==> src/rtl/can_bt_pkg.sv <==
package can_bt_pkg;
  typedef enum logic [1:0] {
    SEG_SYNC = 2'd0,
    SEG_TS1  = 2'd1,
    SEG_TS2  = 2'd2
  } seg_e;
endpackage

==> src/rtl/cbt_reset_sync.sv <==
module cbt_reset_sync (
  input  logic clk,
  input  logic rst_n,
  output logic rst_sync_n
);
  logic [1:0] stage_q;

  always_ff @(posedge clk or negedge rst_n) begin
    if (!rst_n) stage_q <= 2'b00;
    else        stage_q <= {stage_q[0], 1'b1};
  end

  assign rst_sync_n = stage_q[1];
endmodule

==> src/rtl/cbt_quantum_gen.sv <==
module cbt_quantum_gen #(
  parameter int BRP_W = 6
) (
  input  logic             clk,
  input  logic             rst_n,
  input  logic [BRP_W-1:0] cfg_brp,
  output logic             tick
);
  logic [BRP_W-1:0] div_q, div_d;

  always_comb begin
    tick  = (div_q == '0);
    div_d = tick ? cfg_brp : div_q - 1'b1;
  end

  always_ff @(posedge clk or negedge rst_n) begin
    if (!rst_n) div_q <= '0;
    else        div_q <= div_d;
  end

  // tick is one clock wide when a quantum spans several clocks
  p_tick_single_r1: assert property (@(posedge clk) disable iff (!rst_n)
    (tick && cfg_brp != '0) |=> !tick);
endmodule

==> src/rtl/cbt_edge_det.sv <==
module cbt_edge_det (
  input  logic clk,
  input  logic rst_n,
  input  logic tick,
  input  logic rx_in,
  output logic rx_s,
  output logic edge_fall
);
  logic meta_q, sync_q, lvl_q;
  logic lvl_d;

  always_comb begin
    lvl_d     = tick ? sync_q : lvl_q;
    edge_fall = tick & lvl_q & ~sync_q;
  end

  always_ff @(posedge clk or negedge rst_n) begin
    if (!rst_n) begin
      meta_q <= 1'b1;
      sync_q <= 1'b1;
      lvl_q  <= 1'b1;
    end else begin
      meta_q <= rx_in;
      sync_q <= meta_q;
      lvl_q  <= lvl_d;
    end
  end

  assign rx_s = sync_q;
endmodule

==> src/rtl/cbt_seg_fsm.sv <==
module cbt_seg_fsm
  import can_bt_pkg::*;
#(
  parameter int TS1_W = 4,
  parameter int TS2_W = 3,
  parameter int SJW_W = 2
) (
  input  logic             clk,
  input  logic             rst_n,
  input  logic             tick,
  input  logic             edge_fall,
  input  logic             hsync_en,
  input  logic [TS1_W-1:0] cfg_tseg1,
  input  logic [TS2_W-1:0] cfg_tseg2,
  input  logic [SJW_W-1:0] cfg_sjw,
  output logic             sample_pt,
  output logic             tx_pt
);
  localparam int EXT_W = SJW_W + 1;
  localparam int CNT_W = ((TS1_W > TS2_W) ? TS1_W : TS2_W) + 2;

  seg_e             seg_q, seg_d;
  logic [CNT_W-1:0] cnt_q, cnt_d;
  logic [EXT_W-1:0] ext_q, ext_d;
  logic [TS2_W-1:0] tgt2_q, tgt2_d;
  logic             rs_done_q, rs_done_d;

  logic [CNT_W-1:0] jump_len;
  logic [CNT_W-1:0] late_err, early_err, step_len;
  logic [CNT_W-1:0] ext_use, tgt_use;
  logic             resync;

  always_comb begin
    seg_d     = seg_q;
    cnt_d     = cnt_q;
    ext_d     = ext_q;
    tgt2_d    = tgt2_q;
    rs_done_d = rs_done_q;
    sample_pt = 1'b0;
    tx_pt     = 1'b0;
    jump_len  = CNT_W'(cfg_sjw) + 1'b1;
    late_err  = cnt_q + 1'b1;
    early_err = CNT_W'(tgt2_q) - cnt_q;
    resync    = edge_fall & ~hsync_en & ~rs_done_q;
    step_len  = '0;
    ext_use   = CNT_W'(ext_q);
    tgt_use   = CNT_W'(tgt2_q);

    if (tick) begin
      if (edge_fall && hsync_en) begin
        seg_d     = SEG_TS1;
        cnt_d     = '0;
        ext_d     = '0;
        rs_done_d = 1'b0;
      end else begin
        unique case (seg_q)
          SEG_SYNC: begin
            seg_d = SEG_TS1;
            cnt_d = '0;
            ext_d = '0;
          end
          SEG_TS1: begin
            if (resync) begin
              step_len  = (late_err < jump_len) ? late_err : jump_len;
              ext_use   = step_len;
              ext_d     = EXT_W'(step_len);
              rs_done_d = 1'b1;
            end
            if (cnt_q == CNT_W'(cfg_tseg1) + ext_use) begin
              sample_pt = 1'b1;
              seg_d     = SEG_TS2;
              cnt_d     = '0;
              tgt2_d    = cfg_tseg2;
              rs_done_d = 1'b0;
            end else begin
              cnt_d = cnt_q + 1'b1;
            end
          end
          SEG_TS2: begin
            if (resync && early_err != '0) begin
              step_len  = (early_err < jump_len) ? early_err : jump_len;
              tgt_use   = CNT_W'(tgt2_q) - step_len;
              tgt2_d    = TS2_W'(tgt_use);
              rs_done_d = 1'b1;
            end
            if (cnt_q >= tgt_use) begin
              tx_pt = 1'b1;
              seg_d = SEG_SYNC;
              cnt_d = '0;
            end else begin
              cnt_d = cnt_q + 1'b1;
            end
          end
          default: begin
            seg_d = SEG_SYNC;
            cnt_d = '0;
          end
        endcase
      end
    end
  end

  always_ff @(posedge clk or negedge rst_n) begin
    if (!rst_n) begin
      seg_q     <= SEG_SYNC;
      cnt_q     <= '0;
      ext_q     <= '0;
      tgt2_q    <= '0;
      rs_done_q <= 1'b0;
    end else if (tick) begin
      seg_q     <= seg_d;
      cnt_q     <= cnt_d;
      ext_q     <= ext_d;
      tgt2_q    <= tgt2_d;
      rs_done_q <= rs_done_d;
    end
  end

  // a lengthening is nonzero and within the jump width
  p_ext_cap_r6: assert property (@(posedge clk) disable iff (!rst_n)
    (tick && edge_fall && !hsync_en && !rs_done_q && seg_q == SEG_TS1)
    |=> (ext_q != '0 && EXT_W'(ext_q) <= EXT_W'($past(cfg_sjw)) + 1'b1));

  // the second phase only ever shrinks below its programmed length
  p_ph2_not_longer_r7: assert property (@(posedge clk) disable iff (!rst_n)
    (seg_q == SEG_TS2) |-> (tgt2_q <= cfg_tseg2));

  // once a resync is taken, no further correction before the sample point
  p_one_resync_r8: assert property (@(posedge clk) disable iff (!rst_n)
    (tick && rs_done_q && seg_q == SEG_TS1 && !(edge_fall && hsync_en))
    |=> $stable(ext_q));
endmodule

==> src/rtl/can_bit_timer.sv <==
module can_bit_timer #(
  parameter int BRP_W = 6,
  parameter int TS1_W = 4,
  parameter int TS2_W = 3,
  parameter int SJW_W = 2
) (
  input  logic             clk,
  input  logic             rst_n,
  input  logic [BRP_W-1:0] cfg_brp,
  input  logic [TS1_W-1:0] cfg_tseg1,
  input  logic [TS2_W-1:0] cfg_tseg2,
  input  logic [SJW_W-1:0] cfg_sjw,
  input  logic             rx_in,
  input  logic             hsync_en,
  output logic             tq_tick,
  output logic             sample_pt,
  output logic             tx_pt,
  output logic             rx_bit
);
  logic rst_sync_n;
  logic rx_s;
  logic edge_fall;
  logic rx_bit_q, rx_bit_d;

  cbt_reset_sync u_rst (
    .clk        (clk),
    .rst_n      (rst_n),
    .rst_sync_n (rst_sync_n)
  );

  cbt_quantum_gen #(.BRP_W(BRP_W)) u_tq (
    .clk     (clk),
    .rst_n   (rst_sync_n),
    .cfg_brp (cfg_brp),
    .tick    (tq_tick)
  );

  cbt_edge_det u_edge (
    .clk       (clk),
    .rst_n     (rst_sync_n),
    .tick      (tq_tick),
    .rx_in     (rx_in),
    .rx_s      (rx_s),
    .edge_fall (edge_fall)
  );

  cbt_seg_fsm #(.TS1_W(TS1_W), .TS2_W(TS2_W), .SJW_W(SJW_W)) u_fsm (
    .clk       (clk),
    .rst_n     (rst_sync_n),
    .tick      (tq_tick),
    .edge_fall (edge_fall),
    .hsync_en  (hsync_en),
    .cfg_tseg1 (cfg_tseg1),
    .cfg_tseg2 (cfg_tseg2),
    .cfg_sjw   (cfg_sjw),
    .sample_pt (sample_pt),
    .tx_pt     (tx_pt)
  );

  always_comb rx_bit_d = sample_pt ? rx_s : rx_bit_q;

  always_ff @(posedge clk or negedge rst_sync_n) begin
    if (!rst_sync_n) rx_bit_q <= 1'b1;
    else             rx_bit_q <= rx_bit_d;
  end

  assign rx_bit = rx_bit_q;

  // strobes ride on the quantum tick
  p_strobe_on_tick_r10: assert property (@(posedge clk) disable iff (!rst_sync_n)
    (sample_pt || tx_pt) |-> tq_tick);

  // sample and transmit points never coincide
  p_no_overlap_r10: assert property (@(posedge clk) disable iff (!rst_sync_n)
    !(sample_pt && tx_pt));

  // the latched bit is the line level present at the sample point
  p_sample_capture_r4: assert property (@(posedge clk) disable iff (!rst_sync_n)
    sample_pt |=> (rx_bit == $past(rx_s)));

  // the latched bit holds between sample points
  p_rxbit_hold_r4: assert property (@(posedge clk) disable iff (!rst_sync_n)
    !sample_pt |=> $stable(rx_bit));
endmodule

==> config.mk <==
export PLATFORM = sky130hd
export DESIGN_NAME = can_bit_timer
export DESIGN_NICKNAME = d
export VERILOG_FILES = /design/src/rtl/can_bt_pkg.sv /design/src/rtl/cbt_reset_sync.sv /design/src/rtl/cbt_quantum_gen.sv /design/src/rtl/cbt_edge_det.sv /design/src/rtl/cbt_seg_fsm.sv /design/src/rtl/can_bit_timer.sv
export SDC_FILE = /design/constraint.sdc
export NUM_CORES = 1
export LEC_CHECK = 0
export BUFFER_PORTS_ARGS = -buffer_cell sky130_fd_sc_hd__buf_2
export CORE_MARGIN = 10
export CORE_UTILIZATION = 30
export CTS_BUF_LIST = sky130_fd_sc_hd__clkbuf_16
export CTS_CLUSTER_DIAMETER = 100
export DETAILED_ROUTE_END_ITERATION = 8
export PLACE_DENSITY = 0.47
export SETUP_SLACK_MARGIN = 0.15
export SYNTH_ARGS = -nofsm -noshare
export SYNTH_HDL_FRONTEND = slang
export SYNTH_HIERARCHICAL = 1
export SYNTH_SLANG_ARGS = --single-unit
==> constraint.sdc <==
create_clock -name clk -period 11.4 [get_ports clk]
set_input_delay 1.14 -clock clk [delete_from_list [all_inputs] [get_ports clk]]
set_output_delay 1.14 -clock clk [all_outputs]
set_load 0.02 [all_outputs]
* Yosys cells after proc, flatten, opt, wreduce, memory -nomap -nowiden
Cells that the tools add are included.
** Cells by class
- Muxes and demuxes :: 38
- Add/sub/neg operators :: 6
- Magnitude comparators :: 3
- Bitwise gates (word level) :: 8
- Reduce and logical (&&, ||, !) cells :: 12
- Equal/unequal tests :: 10
** Operators by type and width (number)
- 6-bit two-way mux :: 14
- 6-bit < comparator :: 2
- 1-bit two-way mux :: 12
- 3-bit two-way mux :: 4
- 3-bit by 1-bit != test with 1-bit output (second input constant) :: 4
- 3-bit case mux with 2 select lines :: 2
- 6-bit case mux with 2 select lines :: 1
- 3-bit by 6-bit subtractor with 6-bit output :: 2
- 4-bit by 6-bit adder with 6-bit output :: 1
- 6-bit by 1-bit adder with 6-bit output (second input constant) :: 1
- 6-bit == test :: 1
- 6-bit greater-or-equal comparator :: 1
- 6-bit logical NOT :: 1
- 2-bit two-way mux :: 3
- 2-bit case mux with 3 select lines :: 1
- 3-bit AND reduction :: 2
- 3-bit nonzero test :: 2
- 6-bit nonzero test :: 1
- 6-bit by 1-bit subtractor with 6-bit output (second input constant) :: 1
- 5-bit AND reduction :: 1
- 1-bit AND :: 4
- 2-bit by 1-bit != test with 1-bit output (second input constant) :: 2
- 4-bit by 1-bit != test with 1-bit output (second input constant) :: 1
- 1-bit inverter :: 4
- other kinds (8) :: 9
** Storage, ports and cells
- Word-level logic and storage cells :: 88
- Register bits after elaboration :: 27
- Output and inout port bits :: 4
- Input port bits :: 19

* Longest topological paths before layout
Gate-level depths: netlist of run 1.
- Word-level depth :: 15
- Mapped depth :: 21
- Depth with buffers taken out :: 21

* Hierarchy
The synthesis of run 1 kept the hierarchy.
** Modules (own cells, without submodules)
- cbt_seg_fsm :: times used 1, sequential area each 375.4 sq um, area an instance 1801.7 sq um, cells each 204
- cbt_quantum_gen :: times used 1, sequential area each 150.1 sq um, area an instance 366.6 sq um, cells each 33
- cbt_edge_det :: times used 1, sequential area each 78.8 sq um, area an instance 103.8 sq um, cells each 5
- cbt_reset_sync :: times used 1, sequential area each 50.0 sq um, area an instance 53.8 sq um, cells each 3
- can_bit_timer :: times used 1, sequential area each 26.3 sq um, area an instance 41.3 sq um, cells each 2

* Least setup slack after synthesis of run 1
OpenSTA, ideal clock, no wires.
- Kind :: in2out
- From :: in cfg_sjw[0]
- To :: out sample_pt
- Buffers on the path :: 0
- Path slack :: 5.964 ns
- Stages on the path :: 15
- Data required time :: 10.260 ns
- Arrival time :: 4.296 ns
- Cells stage by stage :: ha_1 inv_1 ha_1 a21o_1 a21oi_1 o21ai_1 mux2i_1 mux2_2 ha_1 fa_1 xnor3_1 nand4_1 nor3_2 and2_1 and3_2
** On the way
- Cells in the longest elaborated chain, start to end :: 13
** Ends and longest elaborated chain
- start, declared :: line can_bit_timer.sv:12 : input logic [SJW_W-1:0] cfg_sjw,
- 2-bit by 1-bit adder with 3-bit output (*) :: line cbt_seg_fsm.sv:41 : jump_len = CNT_W'(cfg_sjw) + 1'b1;
- 6-bit < comparator :: line cbt_seg_fsm.sv:64 : step_len = (late_err < jump_len) ? late_err : jump_len;
- 6-bit two-way mux (*) :: line cbt_seg_fsm.sv:64
- 6-bit two-way mux (*) :: line cbt_seg_fsm.sv:63 : if (resync) begin
- 6-bit two-way mux (*) :: line cbt_seg_fsm.sv:56 : unique case (seg_q)
- 6-bit two-way mux (*) :: line cbt_seg_fsm.sv:50 : if (edge_fall && hsync_en) begin
- 6-bit two-way mux (*) :: line cbt_seg_fsm.sv:49 : if (tick) begin
- 4-bit by 6-bit adder with 6-bit output (*) :: line cbt_seg_fsm.sv:69 : if (cnt_q == CNT_W'(cfg_tseg1) + ext_use) begin
- 6-bit == test (*) :: line cbt_seg_fsm.sv:69
- 1-bit two-way mux (*) :: line cbt_seg_fsm.sv:69
- 1-bit two-way mux (*) :: line cbt_seg_fsm.sv:56
- 1-bit two-way mux (*) :: line cbt_seg_fsm.sv:50
- 1-bit two-way mux (*) :: line cbt_seg_fsm.sv:49
- end, declared :: line can_bit_timer.sv:16 : output logic sample_pt,
Every way passes the cells marked *; elsewhere a longest branch is shown, timed or not. The select of a mux whose other input is x is not followed.

* Final worst setup path of run 1
- From :: reg u_tq.div_q[0]
- To :: out sample_pt
** On the way
- Cells in the longest elaborated chain, start to end :: 15
- Elaborated cells between the ends (all ways) :: 16
- Those cells by class :: 1 x add/sub; 1 x eq/ne; 8 x mux; 4 x bitwise; 2 x reduce/logical
** Ends and longest elaborated chain
- start, declared :: line cbt_quantum_gen.sv:9 : logic [BRP_W-1:0] div_q, div_d;
- start signal, assigned :: line cbt_quantum_gen.sv:18 : else div_q <= div_d;
- 6-bit logical NOT (*) :: line cbt_quantum_gen.sv:12 : tick = (div_q == '0);
- 1-bit AND (*) (2 in series) :: line cbt_edge_det.sv:14 : edge_fall = tick & lvl_q & ~sync_q;
- named net edge_fall :: line can_bit_timer.sv:22 : logic edge_fall;
- 1-bit AND (2 in series) :: line cbt_seg_fsm.sv:44 : resync = edge_fall & ~hsync_en & ~rs_done_q;
- 6-bit two-way mux :: line cbt_seg_fsm.sv:63
- 6-bit two-way mux :: line cbt_seg_fsm.sv:56
- 6-bit two-way mux :: line cbt_seg_fsm.sv:50
- 6-bit two-way mux :: line cbt_seg_fsm.sv:49
- 4-bit by 6-bit adder with 6-bit output :: line cbt_seg_fsm.sv:69
- 6-bit == test :: line cbt_seg_fsm.sv:69
- 1-bit two-way mux :: line cbt_seg_fsm.sv:69
- 1-bit two-way mux :: line cbt_seg_fsm.sv:56
- 1-bit two-way mux (*) :: line cbt_seg_fsm.sv:50
- 1-bit two-way mux (*) :: line cbt_seg_fsm.sv:49
The timed path passes the listed nets; every way through them passes the cells marked *. The select of a mux whose other input is x is not followed.

==> impl_metrics.json, run 1 <==
{
  "status": "complete, no violations",
  "slew_violations": 0,
  "drtIter0Drc": 83,
  "syn-num-nets": 297,
  "grt.overflow.total": 0,
  "dieArea_um2": 11800,
  "holdPathEnd": "u_rst/stage_q[1]$_DFF_PN0_",
  "finClkSkew_ps": 8.21,
  "areaGrowthSynthToFinish_pct": 12.6,
  "hold_path.class": "register to register",
  "synth_edf_count": 0,
  "fin_setup_tns_ps": 0,
  "n_fill_cell": 829,
  "finalHoldViolCount": 0,
  "gp_congestion": 0.757,
  "r2r_slack_ps": 6510,
  "yosysUniqueCellTypes": 64,
  "hold_depth": 0,
  "grt_pass1_wl_um": 9500,
  "synth_seq_cells": 27,
  "ant_nets": 0,
  "critical_path_arrival_ps": 4890,
  "grt_pass1_vias": 1896,
  "timing.rr.end": "u_fsm/cnt_q[1]$_DFFE_PN0P_",
  "syn_inst": 247,
  "firstDrtPassIters": 4,
  "core_area_um2": 7690,
  "insertion_delay_ps": 270,
  "min_period_ps": 6030,
  "slew_headroom": 0.278,
  "wl_um": 5560,
  "hold_buffers": 0,
  "start_util": 0.308,
  "r2r_cells": 16,
  "max_freq_mhz": 166,
  "netlist_area_um2": 2370,
  "cts_setup_buffers": 0,
  "critPathMaxFanout": 18,
  "ir_drop_v": 0.0000580,
  "htree_num_levels": 1,
  "hpwlAfterDp_um": 4420,
  "ys_seq_area_frac": 0.288,
  "cts_tree": "done",
  "end_kind": "primary output",
  "regArea_um2": 681,
  "dieWidth_um": 109,
  "setup_viol": 0,
  "diodes": 0,
  "synth_flop_cell": "dfrtp_1",
  "timing.final.crit_share": 0.529,
  "die_height_um": 109,
  "io_pins": 23,
  "total_power_mw": 0.389,
  "cts_root_buf": "clkbuf_16",
  "drc": 0,
  "layout.nets": 321,
  "drv_cap": 0,
  "p_leak_nw": 1.28,
  "yosys_warnings": 6,
  "rsz0062_at_grt": "no",
  "viasPerCell": 4.91,
  "async_reset_ff_frac": 1.00,
  "num_vias": 1827,
  "clkSlewWorstSetupHoldPaths_ps": 70,
  "drt-wirelength-per-cell_um": 14.9,
  "ctsResizeCount": 0,
  "cts_buffer_depth": 2,
  "antenna_found_initial": 0,
  "path_class": "register to primary output",
  "track_usage": 0.0997,
  "cts_buffers": 3,
  "rr_startpoint": "u_tq/div_q[0]$_DFF_PN0_",
  "layout-drive-gt1-share": 0.204,
  "multi_input_area_um2": 1560,
  "rows": 32,
  "clock_sink_count": 27,
  "start_kind": "register",
  "avgSynthCellArea_um2": 9.58,
  "worstMarginPinSlew_ps": 1080,
  "io_buffers": 22,
  "power-per-cell-area_nw_per_um2": 146,
  "holdCritStartpoint": "u_rst/stage_q[0]$_DFF_PN0_",
  "grt_max_degree": 26,
  "cp.required_ps": 10260
}
synth_stat cells (all sizes together) (6+ instances only):
cell / instances / area share
nand3: 11 / 0.023
inv: 27 / 0.043
dfrtp: 23 / 0.24
o21ai: 18 / 0.044
nand2: 15 / 0.024
xnor2: 7 / 0.029
a21oi: 14 / 0.030
a21o: 7 / 0.022
mux2i: 14 / 0.059
ha: 28 / 0.15
mux2: 7 / 0.040
nor3: 6 / 0.020
nor2: 6 / 0.0095
area by class of cell:
| cell class | instances | share of cell area |
|---|---|---|
| Sequential cell | 27 | 0.255 |
| Tap cell | 102 | 0.0479 |
| Multi-Input combinational cell | 190 | 0.586 |
| Clock buffer | 3 | 0.0282 |
| Timing Repair Buffer | 22 | 0.0413 |
| Clock inverter | 1 | 0.00282 |
| Inverter | 27 | 0.0380 |
sequential cells by signal (all words and copies together), names as in the netlist:
signal,flops
rx_bit,1
u_edge/lvl_q,1
u_edge/meta_q,1
u_edge/rx_s,1
u_fsm/cnt_q,6
u_fsm/ext_q,3
u_fsm/rs_done_q,1
u_fsm/seg_q,2
u_fsm/tgt2_q,3
u_rst/stage_q,2
u_tq/div_q,6
routing by layer:
metal	wire (um)	global-route usage	vias to the layer above
li1	-	-	938
met1	2650	0.132	864
met2	2690	0.162	20
met3	134	0.0124	5
met4	83	0.0367	0
met5	0	0	-
power breakdown:
part / switching (mW) / internal, mW / total (mW)
clock network: 0.0377 / 0.0479 / 0.0856
logic: 0.0889 / 0.0772 / 0.166
registers: 0.0209 / 0.116 / 0.137
total: 0.148 / 0.241 / 0.389
worst max-delay path, cell delays in order, from the launching register on:
cell and delay [ps]:
dfrtp_1 420, inv_1 120, ha_1 200, nor2b_4 220, and2_4 310, and3b_2 260, inv_2 50, nor3_1 640
mux2_2 420, ha_1 210, fa_1 390, xnor3_1 370, nand4_1 100, nor3_2 320, and2_1 210, and3_2 210
buf_2 170
cells in the final DEF, fill, tap and decap left out, drive strengths merged, types with 3 or more instances in the layout:
master / count
and3: 4
inv: 27
buf: 22
nor2: 6
o22ai: 3
mux2i: 14
nand2: 15
xnor2: 7
a21o: 7
dfstp: 4
mux2: 7
ha: 28
dfrtp: 23
o221ai: 3
nand3: 11
a21oi: 14
nand2b: 3
clkbuf: 3
nor3: 6
fa: 3
o21ai: 18
and2: 4
kinds of logic after synthesis:
| kind of cell | synth area share |
|---|---|
| AOI/OAI and AO/OA | 0.182 |
| xor gates and xnor gates | 0.0460 |
| adders and majority gates | 0.173 |
| buffers and inverters | 0.0523 |
| DFF | 0.288 |
| muxes | 0.0988 |
| other | 0.00317 |
| and+or+nand+nor | 0.156 |
worst max-delay path by stage:
stage	from	endpoint	depth (start not counted)
5_1_grt	u_tq/div_q[0]$_DFF_PN0_	sample_pt	16
6_report	u_tq/div_q[0]$_DFF_PN0_	sample_pt	16
3_3_place_gp	cfg_sjw[0]	sample_pt	17
3_5_place_dp	cfg_sjw[0]	sample_pt	17
2_1_floorplan	cfg_sjw[0]	sample_pt	15
4_1_cts	u_tq/div_q[0]$_DFF_PN0_	sample_pt	16
through the flow:
step	std cells	setup WS, ps	utilization	hold slack [ps]	area, um2
global route	372	5040	0.347	358	2670
detailed placement	368	5410	0.336	342	2580
floorplan	247	5960	-	318	2370
global placement	368	5480	0.336	336	2580
CTS	372	5310	0.347	357	2670
finish	372	5370	0.347	354	2670
Note: power is estimated with default switching activity, not from simulation.
==> run 2: changes to the inputs <==
PLACE_DENSITY = 0.49   (was 0.47)
clock period = 5.1 ns   (was 11.4 ns; I/O delays follow)
==> run 2 against run 1 <==
Against the previous run: first-iteration DRC count down 29%; wire length up 3.3%; critical endpoint unchanged; via count up 2.7%.
==> impl_metrics.json, run 2 (synthesis results as in run 1) <==
{
  "num_vias": 1877,
  "drtIter0Drc": 59,
  "rows": 32,
  "wl_um": 5740,
  "start_kind": "register",
  "path_class": "register to primary output",
  "hold_path.class": "input port to async pin",
  "worst_path_max_delay_cell": "dfrtp_2",
  "drt-wirelength-per-cell_um": 14.8,
  "dieWidth_um": 109,
  "drc": 0,
  "cts_tree": "done",
  "min_period_ps": 4790,
  "clock_sink_count": 27,
  "top_regs": "u_fsm/cnt_q: 6 flops, u_tq/div_q: 6 flops",
  "hold_buffers": 0,
  "finalHoldViolCount": 0,
  "grt_pass1_wl_um": 9490,
  "insertion_delay_ps": 260,
  "crit_family": "simple AND/OR/NAND/NOR gates",
  "slowest_delay_ps": 480,
  "placed_area_um2": 2620,
  "areaGrowthSynthToFinish_pct": 22.4,
  "viasPerCell": 4.85,
  "worstMarginPinSlew_ps": 557,
  "io_buffers": 22,
  "multi_input_area_um2": 1670,
  "timing.final.crit_share": 0.939,
  "fin_setup_tns_ps": 0,
  "mostFrequentLayoutCell": "inv_1",
  "cts_buffers": 3,
  "placedCellCount": 373,
  "htree_num_levels": 1,
  "firstDrtPassIters": 4,
  "diodes": 0,
  "ant_nets": 0,
  "total_power_mw": 0.924,
  "path_cells": "ha_4 > and2b_2 > or2_2 > ha_1 > a21oi_2 > o21ai_2 > mux2i_2 > mux2_2 > ha_2 > fa_2 > xnor3_1 > nand4_1 > nor3_4 > and2_4 > and3_4 > buf_4",
  "cts_root_buf": "clkbuf_16",
  "hpwlAfterDp_um": 4490,
  "finClkSkew_ps": 3.78,
  "setup_viol": 0,
  "clkSlewWorstSetupHoldPaths_ps": 70,
  "final_area_um2": 2900,
  "start_util": 0.308,
  "ir_drop_v": 0.000155,
  "layout-drive-gt1-share": 0.333,
  "rsz0062_at_grt": "no",
  "slew_violations": 0,
  "antenna_found_initial": 0,
  "die_height_um": 109,
  "grt_max_degree": 26,
  "track_usage": 0.0978,
  "status": "complete, no violations",
  "grt.overflow.total": 0,
  "drv_cap": 0,
  "critPathMaxFanout": 5,
  "cts_buffer_depth": 2,
  "cp.required_ps": 4590,
  "dieArea_um2": 11800,
  "regArea_um2": 684,
  "io_pins": 23,
  "layout.cells.non_filler": 387,
  "grt_pass1_vias": 1961,
  "p_leak_nw": 1.34,
  "max_freq_mhz": 209,
  "hold_ws_ps": 15.3,
  "layout.nets": 336,
  "critical_path_arrival_ps": 4280,
  "gp_congestion": 0.726,
  "n_fill_cell": 777,
  "final_cell_mix": "inv_1 (25), ha_1 (24), buf_2 (20), dfrtp_1 (20), buf_4 (16)",
  "end_kind": "primary output",
  "path_buf_inv": 1,
  "core_area_um2": 7690,
  "power-per-cell-area_nw_per_um2": 319,
  "slew_headroom": 0.629
}
## run 2: cell types whose count changed in the layout (fill, tap and decap cells not counted), sizes merged
cell,before,now
buf,22,37
## run 2: path summary, 6_finish.rpt
check | from | endpoint | slack, ps | cells past startpoint
worst max-delay path | u_fsm/cnt_q[0]$_DFFE_PN0P_ | sample_pt | 310 | 16
worst min-delay path | rst_n | u_rst/stage_q[0]$_DFF_PN0_ | 20 | 1
worst max register to register | u_fsm/cnt_q[0]$_DFFE_PN0P_ | u_fsm/cnt_q[1]$_DFFE_PN0P_ | 690 | 17
worst min register to register | u_rst/stage_q[1]$_DFF_PN0_ | u_tq/div_q[5]$_DFF_PN0_ | 250 | 1
max in group asynchronous | u_rst/stage_q[1]$_DFF_PN0_ | u_edge/rx_s$_DFF_PN1_ | 4550 | 1
min in group clk | rx_in | u_edge/meta_q$_DFF_PN1_ | 340 | 1
## run 2: layer usage
layer,vias to the layer above,global-route usage,share of wire
li1,970,-,-
met1,893,0.126,0.47
met2,12,0.172,0.50
met3,2,0.00944,0.022
met4,0,0.0226,0.0068
met5,-,0,0
## run 2: timing repair
action	CTS	global route
gates resized for setup	8	26
buffers inserted	3	7
pin swaps	1	9
setup endpoints to repair	2	2
## run 2: area by class of cell
| cell class | count | share of cell area |
|---|---|---|
| Multi-Input combinational cell | 190 | 0.576 |
| Inverter | 27 | 0.0350 |
| Timing Repair Buffer | 37 | 0.0799 |
| Clock buffer | 3 | 0.0259 |
| Clock inverter | 1 | 0.00259 |
| Sequential cell | 27 | 0.236 |
| Tap cell | 102 | 0.0441 |
## run 2: worst register-to-register path, stage by stage (launching register included)
cell	delay, ps
dfrtp_2	480
ha_4	200
and2b_2	190
or2_2	300
ha_1	290
a21oi_2	140
o21ai_2	100
mux2i_2	180
mux2_2	280
ha_2	190
fa_2	350
xnor3_1	370
nand4_1	140
nor3_4	280
buf_4	160
a21oi_1	170
o21ai_1	320
o22ai_1	130
## run 2: where the power goes
part | internal [mW] | switching, mW | leakage (nW)
Clock | 0.107 | 0.0785 | 0.0371
Sequential | 0.259 | 0.0432 | 0.324
Combinational | 0.215 | 0.221 | 0.982
Total | 0.581 | 0.343 | 1.34
## run 2: metrics by stage
stage / setup slack [ps] / utilization
global placement: 245 / 0.341
floorplan: 735 / -
CTS: 167 / 0.358
detailed placement: 201 / 0.341
global route: 140 / 0.377
finish: 310 / 0.377
==> run 3: changes to the inputs <==
CORE_MARGIN = not set   (was 10)
PLACE_DENSITY = 0.47   (was 0.49)
==> run 3 against run 2 <==
Against the previous run: the run now ends with DRC left; global-route usage grew 4.3 points; critical path depth up 2; via count grew 2.5%.
==> impl_metrics.json, run 3 (synthesis results as in run 1) <==
{
  "mostFrequentLayoutCell": "inv_1",
  "io_buffers": 22,
  "critPathMaxFanout": 6,
  "clkSlewWorstSetupHoldPaths_ps": 70,
  "path_buf_inv": 2,
  "final_area_um2": 2860,
  "slew_headroom": 0.616,
  "ant_nets": 0,
  "areaGrowthSynthToFinish_pct": 21.0,
  "dp_slack_ps": 268,
  "diodes": 0,
  "layout_setup_ws_ps": 300,
  "rows": 32,
  "drt-wirelength-per-cell_um": 14.1,
  "dieArea_um2": 8250,
  "drc": 2,
  "drtIter0Drc": 76,
  "firstDrtPassIters": 6,
  "num_vias": 1924,
  "grt.overflow.total": 0,
  "crit_family": "adder cells",
  "critical_path_arrival_ps": 4290,
  "p_leak_nw": 1.34,
  "cts_root_buf": "clkbuf_16",
  "power-per-cell-area_nw_per_um2": 319,
  "dieWidth_um": 90.8,
  "core_area_um2": 7690,
  "worstMarginPinSlew_ps": 576,
  "finClkSkew_ps": 3.20,
  "cts_buffer_depth": 2,
  "end_kind": "primary output",
  "viasPerCell": 4.97,
  "hpwlAfterDp_um": 4350,
  "grt_pass1_wl_um": 9280,
  "grt_max_degree": 18,
  "cts_buffers": 3,
  "timing.final.crit_share": 0.941,
  "drv_cap": 0,
  "setup_viol": 0,
  "start_kind": "register",
  "layout-drive-gt1-share": 0.319,
  "hold_path.class": "input port to async pin",
  "top_regs": "u_fsm/cnt_q: 6 flops, u_tq/div_q: 6 flops",
  "min_period_ps": 4800,
  "die_height_um": 90.8,
  "path_cells": "ha_2 > inv_1 > fa_2 > ha_1 > a21o_1 > a21oi_2 > nand2_2 > mux2i_2 > ha_2 > fa_2 > xnor2_2 > mux2i_1 > ha_1 > a21o_1 > a31oi_1 > o21ai_1 > and3_1 > buf_2",
  "clock_sink_count": 27,
  "hold_buffers": 0,
  "fin_setup_tns_ps": 0,
  "layout.nets": 336,
  "start_util": 0.308,
  "track_usage": 0.141,
  "slowest_delay_ps": 570,
  "gp_congestion": 0.787,
  "final_cell_mix": "inv_1 (25), ha_1 (24), buf_2 (21), dfrtp_1 (21), buf_4 (16)",
  "insertion_delay_ps": 260,
  "violations": "DRC",
  "path_class": "register to primary output",
  "cts_tree": "done",
  "wl_um": 5450,
  "worst_path_max_delay_cell": "fa_2",
  "ir_drop_v": 0.0000962,
  "status": "finished, violations left",
  "io_pins": 23,
  "total_power_mw": 0.914,
  "finalHoldViolCount": 0,
  "antenna_found_initial": 0,
  "max_freq_mhz": 208,
  "placed_area_um2": 2630,
  "cp.required_ps": 4590,
  "slew_violations": 0,
  "n_fill_cell": 799,
  "grt_pass1_vias": 1872,
  "htree_num_levels": 1,
  "rsz0062_at_grt": "yes"
}
-- run 3: final cells by class --
class                   instances  area [um2]  area share
inverters                      27         101      0.0354
clock inverters                 1        7.51     0.00262
clock buffers                   3        75.1      0.0262
flip-flops and latches         27         683       0.239
well taps                     102         128      0.0446
multi-input cells             190        1640       0.574
repair buffers                 37         225      0.0786
-- run 3: metal layers --
layer  global-route usage  wire length (um)
met1                0.199              2770
met2                0.229              2540
met3               0.0152                99
met4               0.0357                38
met5                    0                 0
-- run 3: final timing paths --
check	from	end	slack [ps]	cells after the start
max	u_fsm/cnt_q[0]$_DFFE_PN0P_	tx_pt	300	18
min	rst_n	u_rst/stage_q[0]$_DFF_PN0_	10	1
max reg2reg	u_fsm/cnt_q[0]$_DFFE_PN0P_	u_fsm/seg_q[1]$_DFFE_PN0P_	590	21
min reg2reg	u_rst/stage_q[1]$_DFF_PN0_	u_fsm/rs_done_q$_DFFE_PN0P_	160	0
max in group asynchronous	u_rst/stage_q[1]$_DFF_PN0_	u_edge/lvl_q$_DFFE_PN1P_	4310	1
min in group clk	rx_in	u_edge/meta_q$_DFF_PN1_	350	1
-- run 3: repair_timing --
action	4_1_cts	5_1_grt
pin swaps	1	7
gates cloned	0	0
setup endpoints to repair	2	2
gates resized for setup	5	22
setup buffers	1	8
-- run 3: per-stage QoR --
step,cells,util,hold slack [ps]
floorplan,247,-,214
global placement,374,0.342,177
detailed placement,374,0.342,173
CTS,379,0.355,3.45
global route,387,0.373,1.51
finish,387,0.373,12.4
-- run 3: worst register-to-register path, cell delays in order (launching register included) --
cell and delay, ps:
dfrtp_2 450, ha_2 200, inv_1 50, fa_2 570, ha_1 230, a21o_1 160, a21oi_2 150, nand2_2 100
mux2i_2 180, ha_2 200, fa_2 390, xnor2_2 200, mux2i_1 100, ha_1 290, a21o_1 180, a31oi_1 140
o21ai_1 90, buf_4 140, nor2_1 80, buf_4 170, o31ai_1 80, a32o_1 250
-- run 3: power by group --
group          switching (mW)  internal, mW  leakage [nW]
combinational           0.215         0.209         0.980
clock                  0.0792         0.107        0.0371
sequential             0.0440         0.259         0.325
total                   0.338         0.576          1.34
